File: src/rtl/dmaseq_pkg.sv
package dmaseq_pkg;

    localparam logic [2:0] REG_NEXT = 3'd0;
    localparam logic [2:0] REG_SEMA = 3'd1;
    localparam logic [2:0] REG_CTRL = 3'd2;
    localparam logic [2:0] REG_SET  = 3'd3;
    localparam logic [2:0] REG_CLR  = 3'd4;

    localparam int CTL_GATE   = 0;
    localparam int CTL_IRQ_EN = 1;
    localparam int CTL_IRQ_ST = 2;
    localparam int CTL_RESET  = 3;
    localparam int CTL_BUSY   = 4;

    localparam int CMD_CHAIN = 0;
    localparam int CMD_DEC   = 1;
    localparam int CMD_IRQ   = 2;
    localparam int CYC_LSB   = 16;
    localparam int CYC_W     = 16;

    typedef enum logic [2:0] {
        SEQ_IDLE,
        SEQ_FETCH_LINK,
        SEQ_FETCH_CMD,
        SEQ_EXEC,
        SEQ_DONE
    } seq_state_e;

    typedef struct packed {
        logic irq;
        logic dec;
        logic chain;
    } cmd_flags_t;

    typedef struct packed {
        logic gate;
        logic irq_en;
        logic irq_st;
    } ctl_bits_t;

    function automatic cmd_flags_t cmd_decode(logic [31:0] w);
        cmd_flags_t f;
        f.chain = w[CMD_CHAIN];
        f.dec   = w[CMD_DEC];
        f.irq   = w[CMD_IRQ];
        return f;
    endfunction

    function automatic ctl_bits_t ctl_apply(ctl_bits_t cur, logic set_wr,
                                            logic clr_wr, logic [31:0] d);
        ctl_bits_t n = cur;
        if (set_wr) begin
            n.gate   = n.gate   | d[CTL_GATE];
            n.irq_en = n.irq_en | d[CTL_IRQ_EN];
            n.irq_st = n.irq_st | d[CTL_IRQ_ST];
        end
        if (clr_wr) begin
            n.gate   = n.gate   & ~d[CTL_GATE];
            n.irq_en = n.irq_en & ~d[CTL_IRQ_EN];
            n.irq_st = n.irq_st & ~d[CTL_IRQ_ST];
        end
        return n;
    endfunction

    function automatic logic [31:0] ctl_read(ctl_bits_t c, logic busy);
        logic [31:0] r = '0;
        r[CTL_GATE]   = c.gate;
        r[CTL_IRQ_EN] = c.irq_en;
        r[CTL_IRQ_ST] = c.irq_st;
        r[CTL_BUSY]   = busy;
        return r;
    endfunction

endpackage

File: src/rtl/dmaseq_ctrl.sv
module dmaseq_ctrl
    import dmaseq_pkg::*;
(
    input  logic        clk,
    input  logic        rst,
    input  logic        wr_en,
    input  logic [2:0]  wr_addr,
    input  logic [31:0] wr_data,
    input  logic        irq_raise,
    output ctl_bits_t   ctl_q,
    output logic        gate_next,
    output logic        chan_reset,
    output logic        irq
);
    logic      set_wr;
    logic      clr_wr;
    ctl_bits_t ctl_d;

    assign set_wr = wr_en && (wr_addr == REG_SET);
    assign clr_wr = wr_en && (wr_addr == REG_CLR);

    always_comb begin
        ctl_d = ctl_apply(ctl_q, set_wr, clr_wr, wr_data);
        if (irq_raise) ctl_d.irq_st = 1'b1;
    end

    assign gate_next  = ctl_d.gate;
    assign chan_reset = set_wr && wr_data[CTL_RESET];
    assign irq        = ctl_q.irq_en & ctl_q.irq_st;

    always_ff @(posedge clk) begin
        if (rst) ctl_q <= '{gate: 1'b1, irq_en: 1'b0, irq_st: 1'b0};
        else     ctl_q <= ctl_d;
    end
endmodule

File: src/rtl/dmaseq_sema.sv
module dmaseq_sema #(
    parameter int SEMA_W = 8
) (
    input  logic              clk,
    input  logic              rst,
    input  logic              clr,
    input  logic              add_en,
    input  logic [31:0]       add_val,
    input  logic              dec,
    output logic [SEMA_W-1:0] count
);
    localparam int          SUM_W = 34;
    localparam logic [SUM_W-1:0] MAXV = {{(SUM_W-SEMA_W){1'b0}}, {SEMA_W{1'b1}}};

    logic             dec_ok;
    logic [SUM_W-1:0] sum;

    assign dec_ok = dec && (count != '0);

    always_comb begin
        sum = SUM_W'(count) + (add_en ? SUM_W'(add_val) : '0) - SUM_W'(dec_ok);
    end

    always_ff @(posedge clk) begin
        if (rst || clr)    count <= '0;
        else if (sum > MAXV) count <= {SEMA_W{1'b1}};
        else               count <= sum[SEMA_W-1:0];
    end
endmodule

File: src/rtl/dmaseq_walker.sv
module dmaseq_walker
    import dmaseq_pkg::*;
#(
    parameter int ADDR_W = 32,
    parameter int SEMA_W = 8
) (
    input  logic              clk,
    input  logic              rst,
    input  logic              abort,
    input  logic              chan_reset,
    input  logic              arm,
    input  logic [SEMA_W-1:0] sema_cnt,
    input  logic              next_wr,
    input  logic [31:0]       next_wdata,
    output logic              mem_rd_en,
    output logic [ADDR_W-1:0] mem_addr,
    input  logic [31:0]       mem_rdata,
    output logic              dec_pulse,
    output logic              irq_raise,
    output logic              busy,
    output logic [ADDR_W-1:0] next_ptr,
    output seq_state_e        state
);
    localparam logic [ADDR_W-1:0] WORD1_OFS = ADDR_W'(4);

    logic [ADDR_W-1:0] link_q;
    cmd_flags_t        cmd_q;
    logic [CYC_W-1:0]  cnt_q;
    logic [CYC_W-1:0]  cyc_now;
    logic              first_q;
    logic              armed_q;
    logic              more;

    assign cyc_now   = mem_rdata[CYC_LSB +: CYC_W];
    assign mem_rd_en = (state == SEQ_FETCH_LINK) || (state == SEQ_FETCH_CMD);
    assign mem_addr  = (state == SEQ_FETCH_CMD) ? next_ptr + WORD1_OFS : next_ptr;
    assign busy      = (state != SEQ_IDLE);
    assign dec_pulse = (state == SEQ_DONE) && cmd_q.dec && !abort;
    assign irq_raise = (state == SEQ_DONE) && cmd_q.irq && !abort;
    assign more      = (sema_cnt != '0) &&
                       !(cmd_q.dec && (sema_cnt == SEMA_W'(1)));

    always_ff @(posedge clk) begin
        if (rst) begin
            state    <= SEQ_IDLE;
            next_ptr <= '0;
            link_q   <= '0;
            cmd_q    <= '0;
            cnt_q    <= '0;
            first_q  <= 1'b0;
            armed_q  <= 1'b0;
        end else begin
            if (next_wr) next_ptr <= next_wdata[ADDR_W-1:0];
            if (abort) begin
                state <= SEQ_IDLE;
            end else begin
                unique case (state)
                    SEQ_IDLE: begin
                        if (armed_q && (sema_cnt != '0)) state <= SEQ_FETCH_LINK;
                    end
                    SEQ_FETCH_LINK: state <= SEQ_FETCH_CMD;
                    SEQ_FETCH_CMD: begin
                        link_q  <= mem_rdata[ADDR_W-1:0];
                        first_q <= 1'b1;
                        state   <= SEQ_EXEC;
                    end
                    SEQ_EXEC: begin
                        if (first_q) begin
                            first_q <= 1'b0;
                            cmd_q   <= cmd_decode(mem_rdata);
                            if (cyc_now <= CYC_W'(1)) state <= SEQ_DONE;
                            else                      cnt_q <= cyc_now - CYC_W'(2);
                        end else if (cnt_q == '0) begin
                            state <= SEQ_DONE;
                        end else begin
                            cnt_q <= cnt_q - CYC_W'(1);
                        end
                    end
                    SEQ_DONE: begin
                        next_ptr <= link_q;
                        if (!cmd_q.chain) begin
                            armed_q <= 1'b0;
                            state   <= SEQ_IDLE;
                        end else if (more) begin
                            state <= SEQ_FETCH_LINK;
                        end else begin
                            state <= SEQ_IDLE;
                        end
                    end
                    default: state <= SEQ_IDLE;
                endcase
            end
            if (arm)        armed_q <= 1'b1;
            if (chan_reset) armed_q <= 1'b0;
        end
    end
endmodule

File: src/rtl/dma_sem_seq.sv
module dma_sem_seq
    import dmaseq_pkg::*;
#(
    parameter int ADDR_W = 32,
    parameter int SEMA_W = 8
) (
    input  logic              clk,
    input  logic              rst,
    input  logic              reg_wr_en,
    input  logic [2:0]        reg_addr,
    input  logic [31:0]       reg_wdata,
    output logic [31:0]       reg_rdata,
    output logic              mem_rd_en,
    output logic [ADDR_W-1:0] mem_addr,
    input  logic [31:0]       mem_rdata,
    output logic              irq
);
    ctl_bits_t         ctl_q;
    logic              gate_next;
    logic              chan_reset;
    logic              abort;
    logic              sema_wr;
    logic              arm;
    logic              next_wr;
    logic              dec_pulse;
    logic              irq_raise;
    logic              busy;
    logic [SEMA_W-1:0] sema_cnt;
    logic [ADDR_W-1:0] next_ptr;
    seq_state_e        seq_state;

    assign sema_wr = reg_wr_en && (reg_addr == REG_SEMA);
    assign arm     = sema_wr && (reg_wdata != '0);
    assign next_wr = reg_wr_en && (reg_addr == REG_NEXT);
    assign abort   = gate_next | chan_reset;

    dmaseq_ctrl u_ctrl (
        .clk        (clk),
        .rst        (rst),
        .wr_en      (reg_wr_en),
        .wr_addr    (reg_addr),
        .wr_data    (reg_wdata),
        .irq_raise  (irq_raise),
        .ctl_q      (ctl_q),
        .gate_next  (gate_next),
        .chan_reset (chan_reset),
        .irq        (irq)
    );

    dmaseq_sema #(.SEMA_W(SEMA_W)) u_sema (
        .clk     (clk),
        .rst     (rst),
        .clr     (chan_reset),
        .add_en  (sema_wr),
        .add_val (reg_wdata),
        .dec     (dec_pulse),
        .count   (sema_cnt)
    );

    dmaseq_walker #(.ADDR_W(ADDR_W), .SEMA_W(SEMA_W)) u_walk (
        .clk        (clk),
        .rst        (rst),
        .abort      (abort),
        .chan_reset (chan_reset),
        .arm        (arm),
        .sema_cnt   (sema_cnt),
        .next_wr    (next_wr),
        .next_wdata (reg_wdata),
        .mem_rd_en  (mem_rd_en),
        .mem_addr   (mem_addr),
        .mem_rdata  (mem_rdata),
        .dec_pulse  (dec_pulse),
        .irq_raise  (irq_raise),
        .busy       (busy),
        .next_ptr   (next_ptr),
        .state      (seq_state)
    );

    always_comb begin
        unique case (reg_addr)
            REG_NEXT: reg_rdata = 32'(next_ptr);
            REG_SEMA: reg_rdata = 32'(sema_cnt);
            REG_CTRL, REG_SET, REG_CLR: reg_rdata = ctl_read(ctl_q, busy);
            default:  reg_rdata = '0;
        endcase
    end
endmodule

File: config.mk
export PLATFORM = sky130hd
export DESIGN_NAME = dma_sem_seq
export DESIGN_NICKNAME = d
export VERILOG_FILES = /design/src/rtl/dmaseq_pkg.sv /design/src/rtl/dmaseq_ctrl.sv /design/src/rtl/dmaseq_sema.sv /design/src/rtl/dmaseq_walker.sv /design/src/rtl/dma_sem_seq.sv
export SDC_FILE = /design/constraint.sdc
export NUM_CORES = 1
export LEC_CHECK = 0
export BUFFER_PORTS_ARGS = -buffer_cell sky130_fd_sc_hd__clkbuf_2
export CAP_MARGIN = 25
export CORE_MARGIN = 3
export CORE_UTILIZATION = 35
export CTS_CLUSTER_DIAMETER = 200
export CTS_CLUSTER_SIZE = 8
export DETAILED_ROUTE_END_ITERATION = 12
export SLEW_MARGIN = 20
export SYNTH_ARGS = -nofsm -noshare
export SYNTH_HDL_FRONTEND = slang
export SYNTH_SLANG_ARGS = --single-unit
File: constraint.sdc
create_clock -name clk -period 9.5 [get_ports clk]
set_input_delay 0.475 -clock clk [delete_from_list [all_inputs] [get_ports clk]]
set_output_delay 0.475 -clock clk [all_outputs]
set_load 0.02 [all_outputs]
* Yosys cells after proc, flatten, opt, wreduce, memory -nomap -nowiden
Cells that the tools add are included.
Storage, ports and cells: ROM bits 0, output and inout bits 66, memories 0, register bits after elaboration 99, bits in latches 0, input bits 70, RAM bits 0
Operators by class: divide/modulo/power cells 0, bitwise gates (word level) 12, shift operators 0, $add $sub $neg 5, $lt $le $gt $ge 2, muxes and demuxes 25, eq/ne operators 16, multipliers 0, reductions and logical operators 35
Operator list (count):
- $mux 32 | 5
- $pmux 32 s3 | 1
- $mux 16 | 3
- $add 8x34->34 | 1
- $gt 34x8->1 const B | 1
- $sub 34x1->34 | 1
- $add 32x3->32 const B | 1
- $reduce_bool 32->1 | 1
- $mux 3 | 7
- $le 16x1->1 const B | 1
- $logic_not 16->1 | 1
- $sub 16x1->16 const B | 1
- $sub 16x2->16 const B | 1
- $pmux 3 s5 | 1
- $logic_and 1x1->1 | 14
- $eq 3x2->1 const B | 4
- $reduce_and 3->1 | 3
- $eq 8x1->1 const B | 1
- $mux 8 | 1
- $reduce_bool 8->1 | 1
- $eq 3x1->1 const B | 2
- $eq 3x3->1 const B | 2
- $logic_not 3->1 | 2
- $mux 1 | 6
- other kinds (16) | 33

* Logic depth before layout (Yosys ltp)
Gate-level depths: netlist of the first run.
depth after elaboration 12, depth in mapped cells 23

* By module
From an unflattened synthesis of the first run, not the netlist that was laid out.
Unflattened totals: cell total of the unflattened synthesis 1127, area total of the unflattened synthesis 8305.5 sq um
By module, submodules not included:
- dmaseq_walker | cells each 607, seq. area each 1761.7 sq um, area an instance 4795.8 sq um, times used 1
- dmaseq_sema | cells each 429, seq. area each 160.2 sq um, area an instance 2839.0 sq um, times used 1
- dma_sem_seq | cells each 72, seq. area each 0.0 sq um, area an instance 498.0 sq um, times used 1
- dmaseq_ctrl | cells each 19, seq. area each 60.1 sq um, area an instance 172.7 sq um, times used 1

* Worst setup path after synthesis of the first run
Ideal clock, no wire load.
kind input -> register, start input port reg_addr[2], end register u_sema.count[0], required time 9.368 ns, setup time 0.132 ns, slack 4.297 ns, cell stages on the path 23, data arrival time 5.071 ns, cells stage by stage nand2b_1 nor2_1 a21oi_1 a21oi_1 a21oi_1 nand3_1 clkbuf_1 buf_1 nor2_1 ha_1 inv_1 ha_1 inv_1 fa_1 nand2b_1 a21oi_1 o21ai_1 o21bai_2 a21oi_1 or4b_2 a311o_1 nor4_4 a21oi_1
On the way: longest elaborated chain between the ends 12
Ends and longest elaborated chain:
- from (decl) | RTL line dma_sem_seq.sv:10 | input logic [2:0] reg_addr,
- parallel branches: the longest is 12 deep, another holds $add 8x34->34
- to (signal assigned) | RTL line dmaseq_sema.sv:26 | else if (sum > MAXV) count <= {SEMA_W{1'b1}};
- to (signal assigned) | RTL line dmaseq_sema.sv:27 | else count <= sum[SEMA_W-1:0];
- to (decl) | RTL line dmaseq_sema.sv:10 | output logic [SEMA_W-1:0] count
Several ways; the timed one is not identified. A chain may end at the register's enable or synchronous reset.

* Final worst setup path of the first run
start input port reg_addr[0], end register u_sema.count[4]
The elaborated chain is that of the path after synthesis.

==> results.txt, run 1 <==
The chip height came out at 156 µm. The count of clock tree sinks is 99. Yosys printed 0 warnings. The smallest clock period supported by the final layout is computed as 5.43 ns. The min-delay analysis places its worst path in the category input pin to register. Across all layers, the routed design uses 7,983 vias. The effective utilization at floorplan came out at 35.7%.

The clock skew after layout is 0.0109 ns. The most used flip-flop cell after synthesis is dfxtp_1. Global routing consumed, over all layers together, 20.6% of the routing resources.

The area growth from synthesis to layout is 14.7%. The via count normalized by instance count is 5.40. For hold timing, the worst endpoint is u_walk.link_q[6]. In the routed design, unresolved DRC markers number 0. The number of buffers and inverters on the critical path is 3. The number of routed nets with antenna violations came out at 0. The net count of the finished layout is 1,308. The layout cell share with drive strength beyond 1 is 14.9%. The first detailed-routing pass took 4 iterations. The non-filler instance count after layout came out at 1,478. The total leakage power is 3.98 nW.

Ranked by total cell area, the synthesized netlist is headed by dfxtp_1 (25%), nand2_1 (8.9%), a21oi_1 (7.0%), ha_1 (7.0%), mux2i_1 (6.3%). At the end of routability-driven placement, the weighted congestion stood at 0.873. The longest individual stage delay on the worst path came out at 0.66 ns.

The synthesized netlist devotes 27.0% of its cell area to simple gates. In this run the worst path has a maximum fanout of 13. Power spread over the standard cell area amounts to 113 nW/µm². Setup slack on the worst reg-to-reg path comes out at 4.70 ns.

The minimum setup slack after placement is 3.67 ns. 0 antenna diodes ended up in the layout. In this run the number of H-tree levels came out at 3. The global-route wire length before repair came out at 40,200 µm. The share of Yosys cell area claimed by the top area cell type came out at 25.3%.

The post-synthesis async set-or-reset flop share came out at 0%. TritonCTS built the clock tree. The clock network accounts for 35.8% of the total power. The count of final max-slew check failures is 0. In this run, post-CTS repair resized a total of 0 instances. The period utilization is 57.2%. The count of flip-flops with a built-in enable after synthesis came out at 0. The hold violation count in the final report came to 0. The synthesized netlist devotes 7.27% of its cell area to adder and majority cells. The number of cells on the worst hold path came out at 3.

The worst-case IR drop observed on VDD is 80.6 µV. Registers are responsible for 42.0% of the overall power. The maximum buffer depth of the clock tree came out at 2. The number of nets handed over by synthesis was 1,212. Traced cell by cell, the critical path runs through clkbuf_2 -> nand2b_1 -> nor3b_1 -> a21oi_1 -> a21oi_1 -> nand3_2 -> nor2_1 -> ha_1 -> inv_1 -> ha_1 -> inv_1 -> fa_1 -> nand2b_1 -> a21oi_1 -> o21ai_1 -> o21bai_2 -> a21oi_1 -> or4b_2 -> a311o_1 -> nor4_4 -> a21oi_1. The initial antenna violation count came to 0. The via count of the first global-routing pass came out at 7,285.

The fill cell total of the finished layout came out at 2,328. The number of CTS-inserted buffers is 9. The share of the synthesized netlist area taken by xor and xnor gates is 6.03%. The portion of netlist area occupied by mux cells came out at 6.54%. Dividing the synthesized area by the synthesized cell count gives 7.15 µm².

In this run the critical register-to-register path is captured at u_sema.count[4]. The distinct cell type count of the synthesized netlist came out at 68. The clock reaches the later pin of the worst-skew pair after 0.35 ns. After routing the design area is 9000 µm². The share of synthesized area occupied by flip-flops and latches is 25.3%. The clock transition at the register clock pins on the worst setup and hold paths after CTS came out at 0.07 ns.

The total routed wirelength came out at 25,900 µm. The source of the worst hold timing path is mem_rdata[6]. The region available for standard cell placement spans 22,000 µm². Setup repair after global routing left no endpoint under its margin. The worst max-slew margin expressed relative to the limit came out at 29.7%. The share of total power in combinational logic is 22.2%.

The internal portion of the total power is 691 µW. The number of core rows came out at 54. The run finished with clean final reports. The initial detailed-routing violation count is 532. The final-layout worst hold slack is 0.348 ns. The setup fix buffers added after clock tree synthesis is 0. By instance count, the cell type seen most on the critical path is a21oi_1. The routed wire length per instance came out at 17.5 µm. The final worst-path setup slack came out at 4.07 ns. By area, the combinational part of the netlist is dominated by simple AND/OR/NAND/NOR gates.

The worst setup path is captured at a register. The flip-flop and latch count after synthesis came out at 99. For this run the aggregate overflow at the end of global routing stands at 0. Clock tree synthesis selected as its root buffer the cell clkbuf_16. The core occupancy in the finished layout came out at 41.0%. The synthesized area came out at 7850 µm². The number of placed instances, taps included is 1,462. Max-cap violations in this run came to 0.

The nature of the critical path startpoint is an input pin. The transition at the pin with the smallest max-transition slack is 1.05 ns. For this design, the slowest cell found on the critical path is or4b_2. The startpoint of the most critical register-to-register path is u_ctrl.ctl_q[2]. The total net switching power is 325 µW.

Entering global routing, the biggest net connects 90 pins. The share of the synthesized area in compound gates (AO/OA/AOI/OAI) came out at 22.1%. The total placed instance area is 8710 µm². Grouping stages by cell kind, the critical path spends the most delay in simple AND/OR/NAND/NOR gates. The number of port buffers came out at 135. The half-perimeter wire length of the detailed placement result came out at 20,200 µm. The switching part of the total is 32.0%. The area of the die is 24,300 µm².

The worst reg2reg path depth came out at 19. The cell count after synthesis came out at 1,097. The number of primary I/O pins is 136.

The count of hold buffers inserted by post-cts repair is 0. The highest clock rate is 0.184 GHz. The largest total area in the synthesized netlist belongs to dfxtp_1.

The critical setup path kind is input pin to register. The data arrival time of the critical path is 5.63 ns. The setup total negative slack came out at 0 ns. The design draws 1.02 mW. Measured along the x axis, the die boundary spans 156 µm. Setup violations remaining at the end of the flow were counted as 0. The worst path required time is 9.70 ns.
kinds of logic (layout without fill, tap and decap cells):
kind of cell	Yosys count	in the layout
flops	99	99
xor+xnor	54	54
simple gates	452	452
fa+ha+maj	45	45
mux	51	51
compound gates	279	279
buf+inv	117	218
cell type report:
cell class | count | area [µm²] | area share [%]
inverters | 60 | 225 | 2.50
repair buffers | 142 | 736 | 8.17
clock buffers | 9 | 225 | 2.50
clock inverters | 7 | 70.1 | 0.778
well taps | 280 | 350 | 3.89
multi-input cells | 881 | 5420 | 60.1
flip-flops and latches | 99 | 1980 | 22.0
how the worst max path moves through the flow:
stage | startpoint | to | slack (ns) | cells past startpoint
2_1_floorplan | reg_addr[2] | u_sema.count[0] | 4.30 | 23
4_1_cts | reg_addr[0] | u_sema.count[4] | 4.03 | 21
3_5_place_dp | reg_addr[0] | u_sema.count[3] | 3.67 | 21
3_3_place_gp | reg_addr[0] | u_sema.count[7] | 3.82 | 21
6_report | reg_addr[0] | u_sema.count[4] | 4.07 | 21
5_1_grt | reg_addr[0] | u_sema.count[2] | 3.44 | 21
sequential cells by signal, summed over array words and instances (netlist names), named ones only:
register / count
u_walk.cmd_q: 3
u_walk.armed_q: 1
u_walk.link_q: 32
u_ctrl.ctl_q: 2
u_walk.next_ptr: 32
u_walk.first_q: 1
u_walk.state: 3
u_sema.count: 8
u_walk.cnt_q: 16
per-layer routing:
metal	global-route usage, %	routed length [µm]
met5	0	0
met4	5.47	513
met3	2.88	1420
met2	31.5	11200
met1	30.2	12800
power by group through the flow:
| stage | clock network (mW) | logic, mW | registers (mW) |
|---|---|---|---|
| final | 0.364 | 0.225 | 0.427 |
| after global routing | 0.388 | 0.247 | 0.428 |
| after CTS | 0.369 | 0.223 | 0.427 |
| after detailed placement | 0 | 0.221 | 0.436 |
| after global placement | 0 | 0.223 | 0.436 |
| after floorplan | 0 | 0.151 | 0.434 |
synthesized netlist by cell type, types with 3 or more instances:
library cell / instances
a211oi_1: 38
a21boi_0: 3
a21o_1: 7
a21oi_1: 110
a221oi_1: 4
a22oi_1: 3
a31oi_1: 6
a41oi_1: 3
and2_1: 31
and3_1: 7
and4_1: 3
buf_1: 6
buf_2: 7
buf_4: 3
clkbuf_1: 41
dfxtp_1: 99
ha_1: 44
inv_1: 60
mux2i_1: 49
nand2_1: 187
nand2b_1: 8
nand3_1: 20
nand4_1: 19
nor2_1: 101
nor2b_1: 6
nor3_1: 27
nor3b_1: 4
nor4_1: 16
o211ai_1: 6
o21a_1: 9
o21ai_0: 54
o21bai_1: 5
o22ai_1: 5
o41ai_1: 4
or2_2: 3
or3_1: 6
or4_1: 4
xnor2_1: 33
xor2_1: 21
worst min-delay path, cell delays in order:
cell and delay, ns:
clkbuf_2 0.08, nand2_1 0.04, a21oi_1 0.05
cells in the final DEF (no fill, tap or decap), drive strengths merged, types with 27 or more instances in the layout:
cell type  count
and2          31
a21oi        111
nor3          27
nand2        187
inv           64
a211oi        38
o21ai         55
xnor2         33
dfxtp         99
ha            44
nor2         101
mux2i         49
clkbuf       143
(Power assumes the default switching activity.)
==> inputs of run 2 (changes only) <==
Settings changed: ABC_AREA set to 1.
Clock period 9.5 ns to 5.5 ns, I/O delays scaled along.
==> results.txt, run 2 <==
The run finished with clean final reports. The cell count after synthesis is 1,531 (+40%). The Yosys warning count is 0 (unchanged). The synthesized area came to 8820 µm² (+12%).

The net total in the final layout is 1,755 (+34%). The count of final max-slew check failures is 0 (unchanged). The worst setup path is captured at a register. The total leakage power came to 5.11 nW (+28%).

The most common cell in the synthesized netlist is nand2_1. The commonest cells after synthesis are nand2_1 (392), inv_1 (320), nor2_1 (168). The worst reg2reg path depth came out at 24 (+5). The number of core rows came to 57 (+5.6%).

The largest voltage drop on the vdd net was 129 µV (+60%). The initial detailed-routing violation count came out at 841 (+58%). The minimum setup slack after placement is 1.23 ns (-2.44 ns). The library cell used most frequently in the layout, excluding fill and tap cells, is nand2_1. The via count of the first global-routing pass is 8,738 (+20%). The share of synthesized area occupied by flip-flops and latches is 22.5% (-2.8 points). The worst path required time is 5.75 ns (-3.95 ns). The core region area was 24,500 µm² (+12%).

The hold violation count in the final report came out at 0 (unchanged). Setup repair after global routing left no endpoint under its margin. The largest registers in the layout are u_walk.link_q: 32 flops, u_walk.next_ptr: 32 flops, u_walk.cnt_q: 16 flops. The number of routed nets with antenna violations came out at 0 (unchanged). The via count normalized by instance count came out at 4.90 (-9.3%). The final worst-path setup slack came out at 1.57 ns (-2.50 ns). The critical setup path kind is input pin to register. Derived from the worst setup path, the maximum achievable clock frequency is 0.254 GHz. The mean area per synthesized cell was 5.76 µm² (-19%).

The non-filler instance count after layout is 1,969 (+33%). STA classifies the critical path startpoint as an input pin. The worst max-slew margin expressed relative to the limit is 41.3% (+12 points). The clock insertion delay at the later pin of the skew report came out at 0.36 ns (about the same).

The deepest level of the CTS H-tree was 3 (unchanged). The detailed-routing iteration count for the pre-antenna-repair pass came out at 7 (+3). The clock skew after layout is 0.0164 ns (+0.00542 ns).

The placer congestion estimate came out at 0.943 (+8.0%). The transition at the pin with the smallest max-transition slack is 0.879 ns (-0.176 ns). The flip-flop and latch count after synthesis is 99 (unchanged). The initial antenna violation count is 3 (+3).

The combined global-route utilization of all metal layers came to 21.2% (+0.61 points). The period utilization came out at 71.5%. The data arrival time of the critical path came out at 4.19 ns (-1.44 ns). The area added between synthesis and finish is 14.0%. By area the synthesized netlist is led by dfxtp_1 (22%), nand2_1 (17%), inv_1 (14%), nor2_1 (7.1%), o21ai_0 (6.4%). The half-perimeter wire length of the detailed placement result was 24,200 µm (+20%). TritonCTS built the clock tree. The count of flip-flops with a built-in enable after synthesis is 0 (unchanged).

The count of antenna diodes in the layout is 0 (unchanged). The startpoint identified for the worst hold timing path is mem_rdata[9]. The number of cells on the worst hold path came out at 3 (unchanged).

The post-synth net total came out at 1,646 (+36%). The top cell types in the final layout, fill and taps aside, are nand2_1 (391), inv_1 (320), nor2_1 (168). The primary flip-flop cell chosen by synthesis mapping is dfxtp_1.

The maximum buffer depth of the clock tree came out at 2 (unchanged). The total routed wirelength is 29,200 µm (+13%). The areal power density over the cells is 184 nW/µm² (+63%). The number of max-capacitance violations reported came out at 0 (unchanged).

The path with the worst hold slack has its endpoint at u_walk.link_q[9]. The count of hold buffers inserted by post-cts repair is 0 (unchanged). The setup total negative slack is 0 ns (unchanged). The area of the die was 27,200 µm² (+12%). The critical path starts at reg_wr_en.

The startpoint of the most critical register-to-register path is u_ctrl.ctl_q[2]. The endpoint of the worst register-to-register path is u_sema.count[6]. The DRC violation count after routing was 0 (unchanged). The number of port buffers is 135 (unchanged). The share of Yosys cell area claimed by the top area cell type is 22.5% (-2.8 points). The classification of the worst-slack hold path is input pin to register. The final global-route overflow total came out at 0 (unchanged). The count of clock tree sinks is 99 (unchanged). The number of placed instances, taps included is 1,952 (+34%). The clock root buffer master is clkbuf_16.

The effective utilization at floorplan was 36.0% (+0.23 points). The clock transition at the register clock pins on the worst setup and hold paths after CTS is 0.09 ns (+0.02 ns). The global-route wire length before repair is 45,600 µm (+13%). The layout cell share with drive strength beyond 1 is 11.2% (-3.7 points). The post-synthesis async set-or-reset flop share came to 0% (unchanged). The die width came out at 165 µm (+5.8%). For the finished layout, the period the worst path requires is 3.93 ns. The number of CTS-inserted buffers was 9 (unchanged). The number of setup violations in the final report is 0 (unchanged).

The chip height came out at 165 µm (+5.8%). The largest net degree at the start of global routing came out at 62 (-31%). The distinct cell type count of the synthesized netlist came out at 50 (-26%).

The number of cells upsized or downsized after cts came to 0 (unchanged). The routed wire length per instance came out at 14.8 µm (-15%). The number of primary I/O pins came to 136 (unchanged). The setup fix buffers added after clock tree synthesis is 0 (unchanged).

The largest fanout of any net on the critical path came out at 13 (unchanged). The total number of vias came out at 9,647 (+21%). The largest total area in the synthesized netlist belongs to dfxtp_1. The minimum setup slack among reg-to-reg paths is 1.64 ns (-3.06 ns).
[run 2: how the worst max path moves through the flow]
| stage | slack, ns | to |
|---|---|---|
| after global placement | 1.29 | u_sema.count[2] |
| after floorplan | 1.85 | u_sema.count[0] |
| after global routing | 1.08 | u_sema.count[4] |
| after CTS | 1.59 | u_sema.count[2] |
| after detailed placement | 1.23 | u_sema.count[2] |
| final | 1.57 | u_sema.count[6] |
[run 2: layout make-up]
type	count	area (µm²)
clock buffer	9	225
clock inverter	7	65.1
fill	2758	14500
inverter	326	1220
multi-input combinational	1065	5440
sequential	99	1980
tap	324	405
timing repair buffer	139	718
[run 2: metal layers]
layer  GRT usage (%)  up-vias  part of all wire (%)
li1                -     5020                     -
met1            28.6     4295                    46
met2            36.4      299                    46
met3            2.28       31                   5.8
met4            4.65        2                   1.5
met5               0        -                 0.045
[run 2: report_power, final]
group / internal (mW) / leakage (nW) / switching [mW]
sequential: 0.726 / 0.802 / 0.00875
clock: 0.321 / 0.147 / 0.311
combinational: 0.156 / 4.17 / 0.332
[run 2: logic make-up (layout without fill, tap and decap cells)]
kind of cell | after synthesis | count (layout) | synth area share [%]
flip-flops | 99 | 99 | 22.5
buffers and inverters | 367 | 481 | 15.9
AND/OR/NAND/NOR | 720 | 720 | 35.0
XOR/XNOR | 43 | 43 | 4.27
adder cells (fa/ha/maj) | 45 | 45 | 6.47
AO/OA/AOI/OAI | 257 | 257 | 15.9
[run 2: critical path, stage by stage]
cell,delay (ns)
clkbuf_2,0.20
nand4_1,0.20
or2_1,0.26
nand2_1,0.20
inv_2,0.11
nand2_1,0.33
nor2_1,0.10
ha_1,0.28
inv_1,0.06
ha_1,0.24
inv_1,0.08
fa_1,0.42
nor2_1,0.12
o21ai_0,0.12
nand2_1,0.12
nand2_1,0.09
nand2_1,0.14
nand2_1,0.09
nand3_1,0.07
nand2_1,0.05
nor2_1,0.08
nand3_1,0.15
nor2_4,0.22
nand3_1,0.10
nand2_1,0.07
inv_1,0.04
[run 2: per-stage QoR]
step | instance area, µm² | hold WS [ns] | util (%) | power [mW]
global placement | 9750 | 0.436 | 39.7 | 1.23
detailed placement | 9750 | 0.444 | 39.7 | 1.23
CTS | 10000 | 0.189 | 40.9 | 1.86
finish | 10100 | 0.186 | 41.0 | 1.85
global route | 10100 | 0.195 | 41.0 | 1.96
floorplan | 8820 | 0.353 | - | 1.08
